**config.mk**
```make
export PLATFORM = sky130hd
export DESIGN_NAME = credit_shaper
export DESIGN_NICKNAME = d
export VERILOG_FILES = /design/src/rtl/credit_shaper_pkg.sv /design/src/rtl/credit_shaper_cfg.sv /design/src/rtl/credit_shaper_lane.sv /design/src/rtl/credit_shaper_arb.sv /design/src/rtl/credit_shaper.sv
export SDC_FILE = /design/constraint.sdc
export NUM_CORES = 1
export LEC_CHECK = 0
export BUFFER_PORTS_ARGS = -buffer_cell sky130_fd_sc_hd__buf_2
export CAP_MARGIN = 20
export CORE_ASPECT_RATIO = 1.2
export CORE_MARGIN = 5
export CORE_UTILIZATION = 60
export DETAILED_ROUTE_END_ITERATION = 7
export GPL_TIMING_DRIVEN = 1
export PLACE_DENSITY_LB_ADDON = 0.25
export SYNTH_ARGS = -nofsm -noshare
export SYNTH_HDL_FRONTEND = slang
export SYNTH_HIERARCHICAL = 1
export SYNTH_SLANG_ARGS = --single-unit
```
**constraint.sdc**
```tcl
create_clock -name clk -period 7.5 [get_ports clk]
set_clock_uncertainty 0.05 [all_clocks]
set_input_delay 0 -clock clk [delete_from_list [all_inputs] [get_ports clk]]
set_output_delay 0 -clock clk [all_outputs]
set_load 0.01 [all_outputs]
```
**src/rtl/credit_shaper_pkg.sv**
```systemverilog
// Shared constants and the per-queue shaping configuration record.
package credit_shaper_pkg;
    localparam int NUM_SHAPED = 2;
    localparam int SLOPE_W    = 16;
    localparam int HI_W       = 32;
    localparam int SEL_W      = 2;
    localparam logic [SEL_W-1:0] SEL_OFF = 2'b00;
    localparam logic [SEL_W-1:0] SEL_S0  = 2'b10;
    localparam logic [SEL_W-1:0] SEL_S1  = 2'b11;

    typedef struct packed {
        logic               en;
        logic               keep;
        logic [SLOPE_W-1:0] slope;
        logic [HI_W-2:0]    hi_mag;
    } shp_cfg_t;
endpackage

```
**src/rtl/credit_shaper_cfg.sv**
```systemverilog
// Holds the shaping settings of both queues and applies the write rules.
// Assumes cfg_wr is a single-cycle strobe; refused writes change nothing.
module credit_shaper_cfg
    import credit_shaper_pkg::*;
(
    input  logic               clk,
    input  logic               rst_n,
    input  logic               cfg_wr,
    input  logic               cfg_queue,
    input  logic [SEL_W-1:0]   cfg_sel,
    input  logic [SLOPE_W-1:0] cfg_idle_slope,
    input  logic               cfg_keep,
    input  logic [HI_W-1:0]    cfg_hicredit,
    output shp_cfg_t           cfg_q [NUM_SHAPED],
    output logic [NUM_SHAPED-1:0] clr_q
);
    logic want_on, want_off, acc_on, acc_off;

    // Decide whether the current write is accepted.
    always_comb begin
        want_on  = (!cfg_queue && cfg_sel == SEL_S0) || (cfg_queue && cfg_sel == SEL_S1);
        want_off = (cfg_sel == SEL_OFF);
        acc_on   = cfg_wr && want_on && cfg_hicredit[HI_W-1] && (!cfg_queue || cfg_q[0].en);
        acc_off  = cfg_wr && want_off && (cfg_queue || !cfg_q[1].en);
    end

    // Request a credit clear on disable, or on enable without keep-credits.
    always_comb begin
        for (int i = 0; i < NUM_SHAPED; i++) begin
            clr_q[i] = (cfg_queue == 1'(i)) && (acc_off || (acc_on && !cfg_keep));
        end
    end

    // Store accepted settings; disable zeroes every field.
    always_ff @(posedge clk) begin
        for (int i = 0; i < NUM_SHAPED; i++) begin
            if (!rst_n) begin
                cfg_q[i] <= '0;
            end else if (cfg_queue == 1'(i)) begin
                if (acc_on) begin
                    cfg_q[i].en     <= 1'b1;
                    cfg_q[i].keep   <= cfg_keep;
                    cfg_q[i].slope  <= cfg_idle_slope;
                    cfg_q[i].hi_mag <= cfg_hicredit[HI_W-2:0];
                end else if (acc_off) begin
                    cfg_q[i] <= '0;
                end
            end
        end
    end
endmodule

```
**src/rtl/credit_shaper_lane.sv**
```systemverilog
// Credit engine for one queue. Credit is signed, one byte = 61034 units.
// Assumes CW is wide enough that ceiling plus slope never overflows.
module credit_shaper_lane
    import credit_shaper_pkg::*;
#(
    parameter int CW        = 36,
    parameter int SEND_STEP = 61036,
    parameter int LO_CREDIT = -92896792
) (
    input  logic               clk,
    input  logic               rst_n,
    input  logic               tick,
    input  logic               shaped,
    input  logic               keep,
    input  logic [SLOPE_W-1:0] slope,
    input  logic [HI_W-2:0]    hi_mag,
    input  logic               clr,
    input  logic               pending,
    input  logic               len_nz,
    input  logic               own_tx,
    input  logic               other_tx,
    output logic signed [CW-1:0] credit,
    output logic               eligible
);
    localparam logic signed [CW-1:0] SEND_C = CW'(SEND_STEP);
    localparam logic signed [CW-1:0] LO_C   = CW'(LO_CREDIT);

    logic signed [CW-1:0] hi_c, up, dn, nxt;

    // Ceiling in units and the two candidate step results.
    always_comb begin
        hi_c = $signed({{(CW-HI_W){1'b0}}, hi_mag, 1'b0});
        up   = credit + $signed({{(CW-SLOPE_W){1'b0}}, slope});
        dn   = credit - SEND_C;
    end

    // Next credit value per tick.
    always_comb begin
        nxt = credit;
        if (!shaped || clr) begin
            nxt = '0;
        end else if (tick) begin
            if (own_tx) begin
                nxt = (dn < LO_C) ? LO_C : dn;
            end else if (pending) begin
                if (credit < 0 || other_tx) nxt = (up > hi_c) ? hi_c : up;
            end else if (credit < 0) begin
                nxt = (up > 0) ? '0 : up;
            end else if (credit > 0 && !keep) begin
                nxt = '0;
            end
        end
    end

    // Credit register.
    always_ff @(posedge clk) begin
        if (!rst_n) credit <= '0;
        else        credit <= nxt;
    end

    // A frame may start only with non-negative credit.
    assign eligible = pending && len_nz && (!shaped || !credit[CW-1]);
endmodule

```
**src/rtl/credit_shaper_arb.sv**
```systemverilog
// Fixed-priority grant, lowest index first, held until tx_busy falls.
// Assumes the transmitter raises tx_busy only for a granted frame.
module credit_shaper_arb #(
    parameter int NQ = 2
) (
    input  logic          clk,
    input  logic          rst_n,
    input  logic          tx_busy,
    input  logic [NQ-1:0] elig,
    output logic [NQ-1:0] grant
);
    logic          busy_d;
    logic [NQ-1:0] pick;

    // Select the lowest-index eligible queue.
    always_comb begin
        pick = '0;
        for (int i = NQ-1; i >= 0; i--) begin
            if (elig[i]) pick = NQ'(1) << i;
        end
    end

    // Issue, hold and release the grant.
    always_ff @(posedge clk) begin
        if (!rst_n) begin
            grant  <= '0;
            busy_d <= 1'b0;
        end else begin
            busy_d <= tx_busy;
            if (grant != '0) begin
                if (busy_d && !tx_busy) grant <= '0;
            end else if (!tx_busy) begin
                grant <= pick;
            end
        end
    end
endmodule

```
**src/rtl/credit_shaper.sv**
```systemverilog
// Two-queue credit-based shaper: configuration, two credit lanes, arbiter.
// Assumes byte_tick is a one-cycle strobe per byte time.
module credit_shaper
    import credit_shaper_pkg::*;
#(
    parameter int LEN_W     = 11,
    parameter int CW        = 36,
    parameter int SEND_STEP = 61036,
    parameter int LO_CREDIT = -92896792
) (
    input  logic                       clk,
    input  logic                       rst_n,
    input  logic                       cfg_wr,
    input  logic                       cfg_queue,
    input  logic [SEL_W-1:0]           cfg_sel,
    input  logic [SLOPE_W-1:0]         cfg_idle_slope,
    input  logic                       cfg_keep,
    input  logic [HI_W-1:0]            cfg_hicredit,
    input  logic [NUM_SHAPED-1:0]      frame_pending,
    input  logic [NUM_SHAPED*LEN_W-1:0] frame_len,
    input  logic                       tx_busy,
    input  logic                       byte_tick,
    output logic [NUM_SHAPED-1:0]      grant
);
    localparam int NQ = NUM_SHAPED;

    shp_cfg_t             cfg_q [NQ];
    logic [NQ-1:0]        clr_q;
    logic [NQ-1:0]        elig_q;
    logic [NQ-1:0]        shaped_q;
    logic [NQ*CW-1:0]     credit_flat;

    credit_shaper_cfg u_cfg (
        .clk(clk), .rst_n(rst_n), .cfg_wr(cfg_wr), .cfg_queue(cfg_queue),
        .cfg_sel(cfg_sel), .cfg_idle_slope(cfg_idle_slope), .cfg_keep(cfg_keep),
        .cfg_hicredit(cfg_hicredit), .cfg_q(cfg_q), .clr_q(clr_q)
    );

    for (genvar g = 0; g < NQ; g++) begin : g_lane
        credit_shaper_lane #(.CW(CW), .SEND_STEP(SEND_STEP), .LO_CREDIT(LO_CREDIT)) u_lane (
            .clk(clk), .rst_n(rst_n), .tick(byte_tick),
            .shaped(cfg_q[g].en), .keep(cfg_q[g].keep),
            .slope(cfg_q[g].slope), .hi_mag(cfg_q[g].hi_mag),
            .clr(clr_q[g]), .pending(frame_pending[g]),
            .len_nz(|frame_len[g*LEN_W +: LEN_W]),
            .own_tx(tx_busy & grant[g]), .other_tx(tx_busy & ~grant[g]),
            .credit(credit_flat[g*CW +: CW]), .eligible(elig_q[g])
        );
        assign shaped_q[g] = cfg_q[g].en;
    end

    credit_shaper_arb #(.NQ(NQ)) u_arb (
        .clk(clk), .rst_n(rst_n), .tx_busy(tx_busy), .elig(elig_q), .grant(grant)
    );
endmodule

```
==> impl_results.md, run 1 <==
* CTS tree: built
* Fmax at 0.1712 GHz
* Crit-path max FO at 29
* DRC Markers at 0
* Nets at approximately 2.1k
* Crit-path max cell delay at 0.71 ns
* Initial antenna violation count at 1
* HP Class: primary input to flop
* Synth Instances at between 1.5k and 2k
* Wire length per cell at 22.07 microns
* First-pass GRT wire length at 78400 microns
* Worst setup path category: flop to flop
* CP cell instances: ha_1 -> fa_1 -> a21oi_1 -> o211a_1 -> or4_4 -> a21oi_4 -> nand4_1 -> xnor2_1 -> ha_1 -> nand4_1 -> nor4_1 -> nand3_1 -> o211ai_1 -> o211ai_2 -> o21ai_4 -> a31o_2 -> a22oi_1 -> a311oi_1
* Fraction of layout cells with a size suffix above 1 at just over 10%
* Port buffer count at 82
* Data required time at the worst endpoint at 7.79 ns
* Top-area cell type share of the netlist area at 23.34%
* Worst setup EP type: flop
* Synth warnings at 6
* Area contributors post-synth: dfxtp_1, ha_1, o21ai_0
* Arrival @ worst endpoint at 6.13 ns
* Leakage Power at 0.006458 uW
* TritonCTS Buffers at 17
* Max-slew violation count at 0
* Post-detailed-route count of antenna-violating nets at 0
* Clock transition at the registers of the reported paths at 0.08 ns
* Routed wire length at about 51000 microns
* Seq pwr share at 43.6%
* Final setup vio count at 0
* CTS max path bufs at 2
* Fin cells at approximately 2.3k
* Dpl cell area at 15110 sq um
* DR pass1 iterations at 6
* Switching share of power at 28.53%
* Pwr Total at 2130 uW
* Starting density of the core at between 60% and 70%
* Predominant post-synthesis flop cell: dfxtp_1
* Area of the core at around 25000 sq um
* Async S/R FF share, synth at 0%
* Global route overflow at 0
* EDFF count, synth at 0
* H-tree depth at 4
* Placed cell count at approximately 2.2k
* Clk_lat worst skew at 0.45 ns
* Row count at 63
* Post-CTS Resized at 0
* Clock sink count at 173
* CP max-delay cell: a31o_2
* Slew HR at 28.70%
* Die height at 182.3 microns
* Syn Nets at 2133
* Register area share after synthesis at 23.34%
* Setup TNS at 0 ns
* CTS root buffer: clkbuf_16
* Psw at around 600 uW
* Yosys cell types at 90
* Via count at between 15k and 20k
* Worst Tran Pin Value at about 1.1 ns
* Max-Cap Viols at 0
* Dpl ws at between 1.5 and 2 ns
* Routability cong. at 1.033
* Finished Cell Area at 16290 sq um
* Synth Area per Inst at 7.618 sq um
* Unrepaired setup endpoints after global routing: false
* Vias in the first global route at 14.70k
* Status: finished, final reports clean
* Initial drt markers at 1685
* Max VDD drop at 0.0001720 V
* Die W at 153.6 microns
* Power Dens Cells at 130.7 nW/um^2
* P_int at 1522 uW
* I/O pin total at 83
* Mapped Area at 14840 sq um
* Final setup margin at 1.661 ns
* Final worst path period share at 77.86%
* Clock share of power at a little over two fifths
* DR vias/cell at 6.808
* Largest net degree at the start of global routing at 106
* Gr usage total at 34.53%
* Cell accounting for the most synthesized area: dfxtp_1
* DP HPWL at 35640 microns
* Final-report hold violation count at 0
* Nature of the critical path startpoint: flop
* #FFs+latches synth at roughly 170
* Full die area at 27990 sq um
* Final min period at around 5.8 ns
* Logic pwr share at 12.5%
* Area grow syn2layout at 9.789%
[Yosys cell counts (6+ instances only)]
cell,count
a211oi_1,34
a21boi_0,10
a21boi_1,6
a21oi_1,106
a221oi_1,40
a221oi_2,8
a22oi_1,8
a31oi_1,18
a32o_1,48
and2_1,21
and3_1,23
and4_1,12
buf_1,7
buf_2,31
buf_4,7
buf_6,8
clkbuf_1,102
dfxtp_1,173
ha_1,102
inv_1,85
mux2i_1,54
nand2_1,221
nand2b_1,17
nand3_1,104
nand3b_1,6
nand4_1,30
nor2_1,125
nor2b_1,15
nor3_1,32
nor4_1,26
o2111ai_1,6
o211ai_1,18
o21a_1,8
o21ai_0,166
o21ai_1,11
or3_1,16
xnor2_1,50
xor2_1,72
[power by group through the flow]
stage / combinational (uW) / clock, uW / sequential (uW)
after floorplan: 150 / 0 / 947
after global placement: 227 / 0 / 950
after detailed placement: 230 / 0 / 950
after CTS: 253 / 938 / 928
after global routing: 279 / 982 / 929
final: 266 / 935 / 929
[critical path: cells and delay by family (launching register included)]
kind	cells	cell delay [ns]
simple gates	5	1.76
fa+ha+maj	3	0.82
flops	1	0.40
compound gates	9	2.45
xor+xnor	1	0.23
[path summary, 6_finish.rpt]
path | start | endpoint | slack, ns | cells after the start
setup / recovery | g_lane[1].u_lane/credit[0] | g_lane[1].u_lane/credit[1] | 1.66 | 18
hold / removal | frame_pending[0] | u_arb/grant[1] | 0.05 | 4
setup reg to reg | g_lane[1].u_lane/credit[0] | g_lane[1].u_lane/credit[1] | 1.66 | 18
hold reg to reg | u_cfg/cfg_q[31] | u_cfg/cfg_q[31] | 0.43 | 2
[area by class of cell]
| type | count | area (sq um) |
|---|---|---|
| Antenna cell | 2 | 5.005 |
| Clock inverter | 13 | 155.1 |
| Sequential cell | 173 | 3463 |
| Clock buffer | 19 | 442.9 |
| Tap cell | 325 | 406.6 |
| Fill cell | 2083 | 8223 |
| Multi-Input combinational cell | 1533 | 10390 |
| Timing Repair Buffer | 152 | 1109 |
| Inverter | 85 | 319.1 |
[flip-flops by register name, summed over array words and instances (netlist names)]
register	cells
u_cfg/cfg_q	98
g_lane.u_lane/credit	72
u_arb/grant	2
u_arb/busy_d	1
[layout by cell type, fill, tap and decap left out, types with 10 or more instances in the layout]
cell type	instances
nand2_1	221
o211ai_1	18
and3_1	22
dfxtp_1	173
a21boi_0	10
o21ai_0	166
a221oi_1	40
and2_1	21
ha_1	102
xor2_1	72
and4_1	12
inv_1	85
o21ai_1	10
nor2b_1	13
nand3_1	104
nor2_1	125
a32o_1	48
buf_2	81
a21oi_1	106
a211oi_1	34
buf_4	17
dlygate4sd3_1	52
nand4_1	30
nor4_1	26
nor3_1	32
xnor2_1	50
nand2b_1	17
clkbuf_16	17
a31oi_1	18
mux2i_1	54
or3_1	16
[metal layers]
metal	up-vias	GRT usage, %	wire, microns
li1	7175	-	-
met1	7356	42.02	19480
met2	904	57.37	23820
met3	236	5.194	4061
met4	0	21.20	3435
met5	-	0	0
[through the flow]
step	utilization, %	hold WS, ns
finish	66.46	0.04725
CTS	66.21	0.02619
global route	66.45	0.06849
detailed placement	61.65	0.1856
global placement	61.65	0.1834
floorplan	-	0.07171
[repair_timing]
item / CTS / global route
hold buffers: 52 / 0
buffers inserted: 0 / 0
endpoints found under the hold margin: 102 / 0
[cell families after synthesis]
family | synth area share (%)
flip-flops | 23.34
multiplexers | 3.794
adder cells (fa/ha/maj) | 8.870
XOR/XNOR | 7.420
buffers and inverters | 6.982
AND/OR/NAND/NOR | 23.02
AO/OA/AOI/OAI | 26.58
No activity file was read; power rests on OpenSTA's default activity.
==> run 2: changes to the inputs <==
CORE_UTILIZATION = 57   (was 60)
clock period = 4.85 ns   (was 7.5 ns; I/O delays follow)
==> run 2 against run 1 <==
Net effect:
- critical path depth rose by 3
- non-clock buffer count grew 127
- cell count up 5.7%
- sequential share of layout area decreased by 1.7 points
- via count rose by 2.5%
- core utilization rose by 2.7 points
- worst setup slack worse by 1.6 ns
- design area up 8.7%
- power rose by 59%
- hold slack better by 0.018 ns
- fmax increased by 23%
==> impl_results.md, run 2 (same netlist as run 1, synthesis figures left out) <==
* Status: finished, final reports clean
* Max VDD drop at 0.0002818 V (+64%)
* Initial antenna violation count at 1 (unchanged)
* Port buffer count at 82 (unchanged)
* Starting density of the core at 57.91% (-2.6 points)
* Data required time at the worst endpoint at 5.15 ns (-2.64 ns)
* Fmax at 0.2101 GHz (+23%)
* Max-slew violation count at 0 (unchanged)
* Final-report hold violation count at 0 (unchanged)
* Clock transition at the registers of the reported paths at 0.07 ns (about the same)
* Finished Cell Area at 17710 sq um (+8.7%)
* Commonest non-fill, non-tap cell in the layout: nand2_1
* DR pass1 iterations at 7 (+1)
* Clock sink count at 173 (unchanged)
* Fraction of layout cells with a size suffix above 1 at 18.35% (+8.2 points)
* Crit-path max FO at 9 (-69%)
* Largest reg by FF count: u_cfg/cfg_q
* Leakage Power at 0.007183 uW (+11%)
* Post-detailed-route count of antenna-violating nets at 0 (unchanged)
* Worst Tran Pin Value at 1.084 ns (+0.01407 ns)
* Power Dens Cells at 190.7 nW/um^2 (+46%)
* Worst setup EP type: flop
* DP HPWL at 38450 microns (+7.9%)
* Wire length per cell at 21.54 microns (-2.4%)
* Nature of the critical path startpoint: flop
* Die W at 157.3 microns (+2.4%)
* Area grow syn2layout at 19.38%
* Filler cell count at 2065 (-0.86%)
* CTS root buffer: clkbuf_16
* CTS tree: built
* Final min period at 4.761 ns (-1.079 ns)
* Via count at 16.07k (+2.5%)
* Largest net degree at the start of global routing at 105 (-0.94%)
* Clk_lat worst skew at 0.44 ns (about the same)
* Most frequent cells in the layout: nand2_1, dfxtp_1, o21ai_0, buf_4, nor2_1
* Area of the core at 25620 sq um (+4.5%)
* Max-Cap Viols at 0 (unchanged)
* Final setup vio count at 0 (unchanged)
* Largest register FFs at 98 (unchanged)
* Gr usage total at 34.35% (-0.18 points)
* Largest regs: u_cfg/cfg_q: 98 flops, g_lane.u_lane/credit: 72 flops, u_arb/grant: 2 flops
* CTS max path bufs at 2 (unchanged)
* First-pass GRT wire length at 82060 microns (+4.7%)
* Routability cong. at 1.030 (-0.27%)
* Arrival @ worst endpoint at 5.06 ns (-1.07 ns)
* Nets at 2275 (+6.0%)
* HP Class: primary input to flop
* DR vias/cell at 6.601 (-3.0%)
* I/O pin total at 83 (unchanged)
* Routed wire length at 52440 microns (+3.2%)
* Die height at 186.8 microns (+2.5%)
* Full die area at 29370 sq um (+4.9%)
* Slew HR at 27.76% (-0.94 points)
* H-tree depth at 4 (unchanged)
* Vias in the first global route at 15.34k (+4.3%)
* Final worst path period share at 98.16% (+20 points)
* Initial drt markers at 1618 (-4.0%)
* Worst setup path category: flop to flop
* TritonCTS Buffers at 17 (unchanged)
* Worst hold margin at 0.06537 ns (+0.01813 ns)
* Global route overflow at 0 (unchanged)
* Unrepaired setup endpoints after global routing: true
* DRC Markers at 0 (unchanged)
* Dpl cell area at 16030 sq um (+6.1%)
* Row count at 64 (+1.6%)
[run 2: changes by cell type in the layout (fill, tap and decap cells not counted), moves of 7 or more]
cell / before / now
buf_4: 17 / 141
ha_2: 0 / 10
a221oi_2: 8 / 21
ha_4: 0 / 7
ha_1: 102 / 85
a221oi_1: 40 / 27
[run 2: per-stage QoR]
stage / cells / power [uW] / worst slack [ns] / utilization (%) / TNS [ns]
floorplan: 1948 / 1697 / 0.6092 / - / 0
global placement: 2335 / 1860 / -0.03217 / 62.55 / -0.04467
detailed placement: 2335 / 1864 / -0.1334 / 62.55 / -0.6678
CTS: 2421 / 3351 / 0.03231 / 67.23 / 0
global route: 2434 / 3473 / -0.07453 / 69.13 / -1.438
finish: 2434 / 3378 / 0.08926 / 69.13 / 0
[run 2: critical path: stages (launching register included)]
cell and delay (ns):
dfxtp_1 0.36, ha_2 0.44, nand3_1 0.22, o211ai_1 0.34
o21ai_4 0.16, a31oi_4 0.20, nand2_1 0.14, nor2_2 0.19
xor2_1 0.26, ha_1 0.30, a21oi_1 0.14, nor2_1 0.07
a211oi_2 0.23, o21ai_0 0.11, o211ai_1 0.31, o211ai_2 0.14
buf_4 0.16, o21ai_4 0.15, a31o_2 0.18, buf_4 0.21
a21boi_1 0.08, a211oi_1 0.23
[run 2: report_power, final]
group | internal [uW] | switching [uW]
registers | 1430 | 9.01
clock network | 839 | 641
logic | 182 | 280
total | 2450 | 930
[run 2: final timing paths]
kind | cells past startpoint | to | startpoint | slack (ns)
setup / recovery | 21 | g_lane[0].u_lane/credit[20] | g_lane[0].u_lane/credit[15] | 0.09
hold / removal | 4 | u_arb/grant[1] | frame_pending[0] | 0.07
setup reg to reg | 21 | g_lane[0].u_lane/credit[20] | g_lane[0].u_lane/credit[15] | 0.09
hold reg to reg | 2 | u_cfg/cfg_q[47] | u_cfg/cfg_q[47] | 0.44
[run 2: layout make-up]
type	instances	area, sq um	area share [%]
antenna	1	2.502	0.01413
clock buffer	19	442.9	2.500
clock inverter	13	176.4	0.9959
inverter	85	319.1	1.801
multi-input combinational	1534	10810	61.03
sequential	173	3470	19.59
tap	330	412.9	2.331
timing repair buffer	279	2081	11.75
[run 2: repair_timing]
action / 4_1_cts / 5_1_grt
hold buffers: 52 / 0
setup buffers: 2 / 10
cloned: 0 / 1
endpoints found under the hold margin: 102 / 0
gates resized for setup: 8 / 73
pin swaps: 2 / 21
endpoints found under the setup margin: 32 / 67
[run 2: routing by layer]
layer	up-vias	global-route usage (%)	part of all wire [%]
met2	864	56.07	47
li1	7438	-	-
met5	-	0	0
met3	218	5.167	7.9
met1	7546	43.54	39
met4	0	17.81	6.1
==> run 3: changes to the inputs <==
REMOVE_ABC_BUFFERS = 1   (was unset)
==> run 3 against run 2 <==
Net effect:
- critical path depth down 1
- via count down 0.22%
- combinational power is 3% lower
- sequential share of layout area up 0.31 points
- core utilization down 1.2 points
- design area is 1.7% lower
- cell count is 0.58% lower
- non-clock buffer count down 15
- hold slack worse by 0.034 ns
- clock-buffer cell count is 2 lower
- sequential power about the same
- first-iteration DRC count is 9.8% lower
- critical path type unchanged
==> impl_results.md, run 3 (same netlist as run 1, synthesis figures left out) <==
* Nature of the critical path startpoint: flop
* Fraction of layout cells with a size suffix above 1 at 16.44% (-1.9 points)
* HP Class: primary input to flop
* Routability cong. at 0.9995 (-2.9%)
* Max VDD drop at 0.0001998 V (-29%)
* Most frequent cells in the layout: nand2_1, dfxtp_1, o21ai_0, buf_4, nor2_1
* Gr usage total at 34.38% (about the same)
* Arrival @ worst endpoint at 4.95 ns (-0.11 ns)
* DRC Markers at 0 (unchanged)
* Vias in the first global route at 15.16k (-1.2%)
* Filler cell count at 2175 (+5.3%)
* Largest reg by FF count: u_cfg/cfg_q
* Commonest non-fill, non-tap cell in the layout: nand2_1
* Via count at 16.03k (-0.22%)
* Largest register FFs at 98 (unchanged)
* Final min period at 4.677 ns (-0.08342 ns)
* Fmax at 0.2138 GHz (+1.8%)
* Final setup margin at 0.1727 ns (+0.08341 ns)
* Max-slew violation count at 0 (unchanged)
* Final worst path period share at 96.44% (-1.7 points)
* Post-detailed-route count of antenna-violating nets at 0 (unchanged)
* First-pass GRT wire length at 81840 microns (-0.27%)
* Placed cell count at 2323 (-0.51%)
* Area of the core at 25620 sq um (unchanged)
* Status: finished, final reports clean
* Fin cells at 2420 (-0.58%)
* Seq pwr share at 43.2% (+0.7 points)
* Setup TNS at 0 ns (unchanged)
* Wire length per cell at 21.64 microns (+0.44%)
* Psw at 978.7 uW (+5.2%)
* DP HPWL at 38560 microns (+0.29%)
* Routed wire length at 52370 microns (-0.14%)
* Clock share of power at 43.3% (-0.5 points)
* Leakage Power at 0.007081 uW (-1.4%)
* Initial antenna violation count at 3 (+2)
* P_int at 2344 uW (-4.3%)
* Row count at 64 (unchanged)
* H-tree depth at 4 (unchanged)
* Nets at 2259 (-0.70%)
* Clk_lat worst skew at 0.45 ns (about the same)
* Port buffer count at 82 (unchanged)
* Pwr Total at 3322 uW (-1.7%)
* Data required time at the worst endpoint at 5.12 ns (-0.03 ns)
* Full die area at 29370 sq um (unchanged)
* CTS max path bufs at 2 (unchanged)
* Largest regs: u_cfg/cfg_q: 98 flops, g_lane.u_lane/credit: 72 flops, u_arb/grant: 2 flops
* Starting density of the core at 57.91% (unchanged)
* Logic pwr share at 13.5% (-0.2 points)
* Final setup vio count at 0 (unchanged)
* Power Dens Cells at 190.8 nW/um^2 (about the same)
* Initial drt markers at 1459 (-9.8%)
* DR pass1 iterations at 6 (-1)
* Clock transition at the registers of the reported paths at 0.07 ns (about the same)
* Worst Tran Pin Value at 0.9857 ns (-0.09787 ns)
* Slew HR at 34.29% (+6.5 points)
* Die W at 157.3 microns (unchanged)
* DR vias/cell at 6.624 (+0.36%)
* Area grow syn2layout at 17.32%
* Max-Cap Viols at 0 (unchanged)
* CTS tree: built
* Crit-path max FO at 11 (+2)
* Switching share of power at 29.46% (+1.9 points)
* Clock sink count at 173 (unchanged)
* Die height at 186.8 microns (unchanged)
* Worst setup EP type: flop
* Global route overflow at 0 (unchanged)
* I/O pin total at 83 (unchanged)
* Worst setup path category: flop to flop
* Largest net degree at the start of global routing at 106 (+0.95%)
* CTS root buffer: clkbuf_16
* Dpl ws at -0.01652 ns (+0.1169 ns)
* Final-report hold violation count at 0 (unchanged)
* TritonCTS Buffers at 17 (unchanged)
## run 3: changes by cell type in the layout (fill, tap and decap cells not counted), moves of 2 or more
cell,change
buf_4,-15
a221oi_1,+10
diode_2,+2
bufinv_16,-2
a221oi_2,-11
dfxtp_2,-2
dfxtp_1,+3
nor2b_2,-2
inv_8,+4
ha_4,-6
ha_2,-4
ha_1,+10
## run 3: power groups by stage
stage / logic [uW] / registers [uW] / clock network [uW]
CTS: 424 / 1430 / 1450
detailed placement: 389 / 1470 / 0
floorplan: 188 / 1470 / 0
global route: 475 / 1440 / 1510
global placement: 384 / 1470 / 0
finish: 450 / 1440 / 1440
## run 3: what timing repair did
action,4_1_cts,5_1_grt
pin swaps,0,8
hold buffers,52,0
setup endpoints to repair,6,65
setup buffers,0,8
hold endpoints to repair,102,0
gates resized for setup,3,40
## run 3: layout make-up
type / instances / area, sq um / area share (%)
clock inverter: 15 / 171.4 / 0.9846
timing repair buffer: 264 / 1984 / 11.40
tap: 330 / 412.9 / 2.372
inverter: 85 / 319.1 / 1.833
sequential: 173 / 3463 / 19.89
clock buffer: 17 / 425.4 / 2.444
antenna: 3 / 7.507 / 0.04312
multi-input combinational: 1533 / 10630 / 61.03
## run 3: final timing paths
kind,end,cells past startpoint,start,slack (ns)
max,g_lane[0].u_lane/credit[5],20,g_lane[0].u_lane/credit[0],0.17
min,u_arb/grant[1],4,frame_pending[0],0.03
max reg2reg,g_lane[0].u_lane/credit[5],20,g_lane[0].u_lane/credit[0],0.17
min reg2reg,u_cfg/cfg_q[37],2,u_cfg/cfg_q[37],0.46
## run 3: layer usage
metal	vias to the layer above	track usage [%]	share of wire [%]
met1	7616	43.48	40
met5	-	0	0
met2	817	56.48	47
met4	0	17.48	5.7
met3	200	5.028	7.4
li1	7398	-	-
## run 3: stage by stage
stage	cell area, sq um	hold WS, ns	utilization [%]
global route	17410	0.06113	67.94
detailed placement	15940	0.1900	62.20
finish	17410	0.03135	67.94
CTS	17070	0.005434	66.63
floorplan	14120	0.06745	-
global placement	15940	0.1795	62.20
## run 3: critical path: stages (launching register included)
cell and delay, ns:
dfxtp_1 0.36, ha_2 0.23, fa_2 0.24, a21oi_1 0.08, o211a_1 0.27, or4_4 0.56, a21oi_4 0.22, and2_2 0.22
xnor2_1 0.07, ha_1 0.29, nand4_1 0.19, nor4_2 0.37, a21oi_1 0.07, nand3_1 0.09, o211ai_1 0.11, o211ai_2 0.12
o21ai_4 0.10, a31o_4 0.29, buf_4 0.19, a221oi_1 0.31, nor2_1 0.10
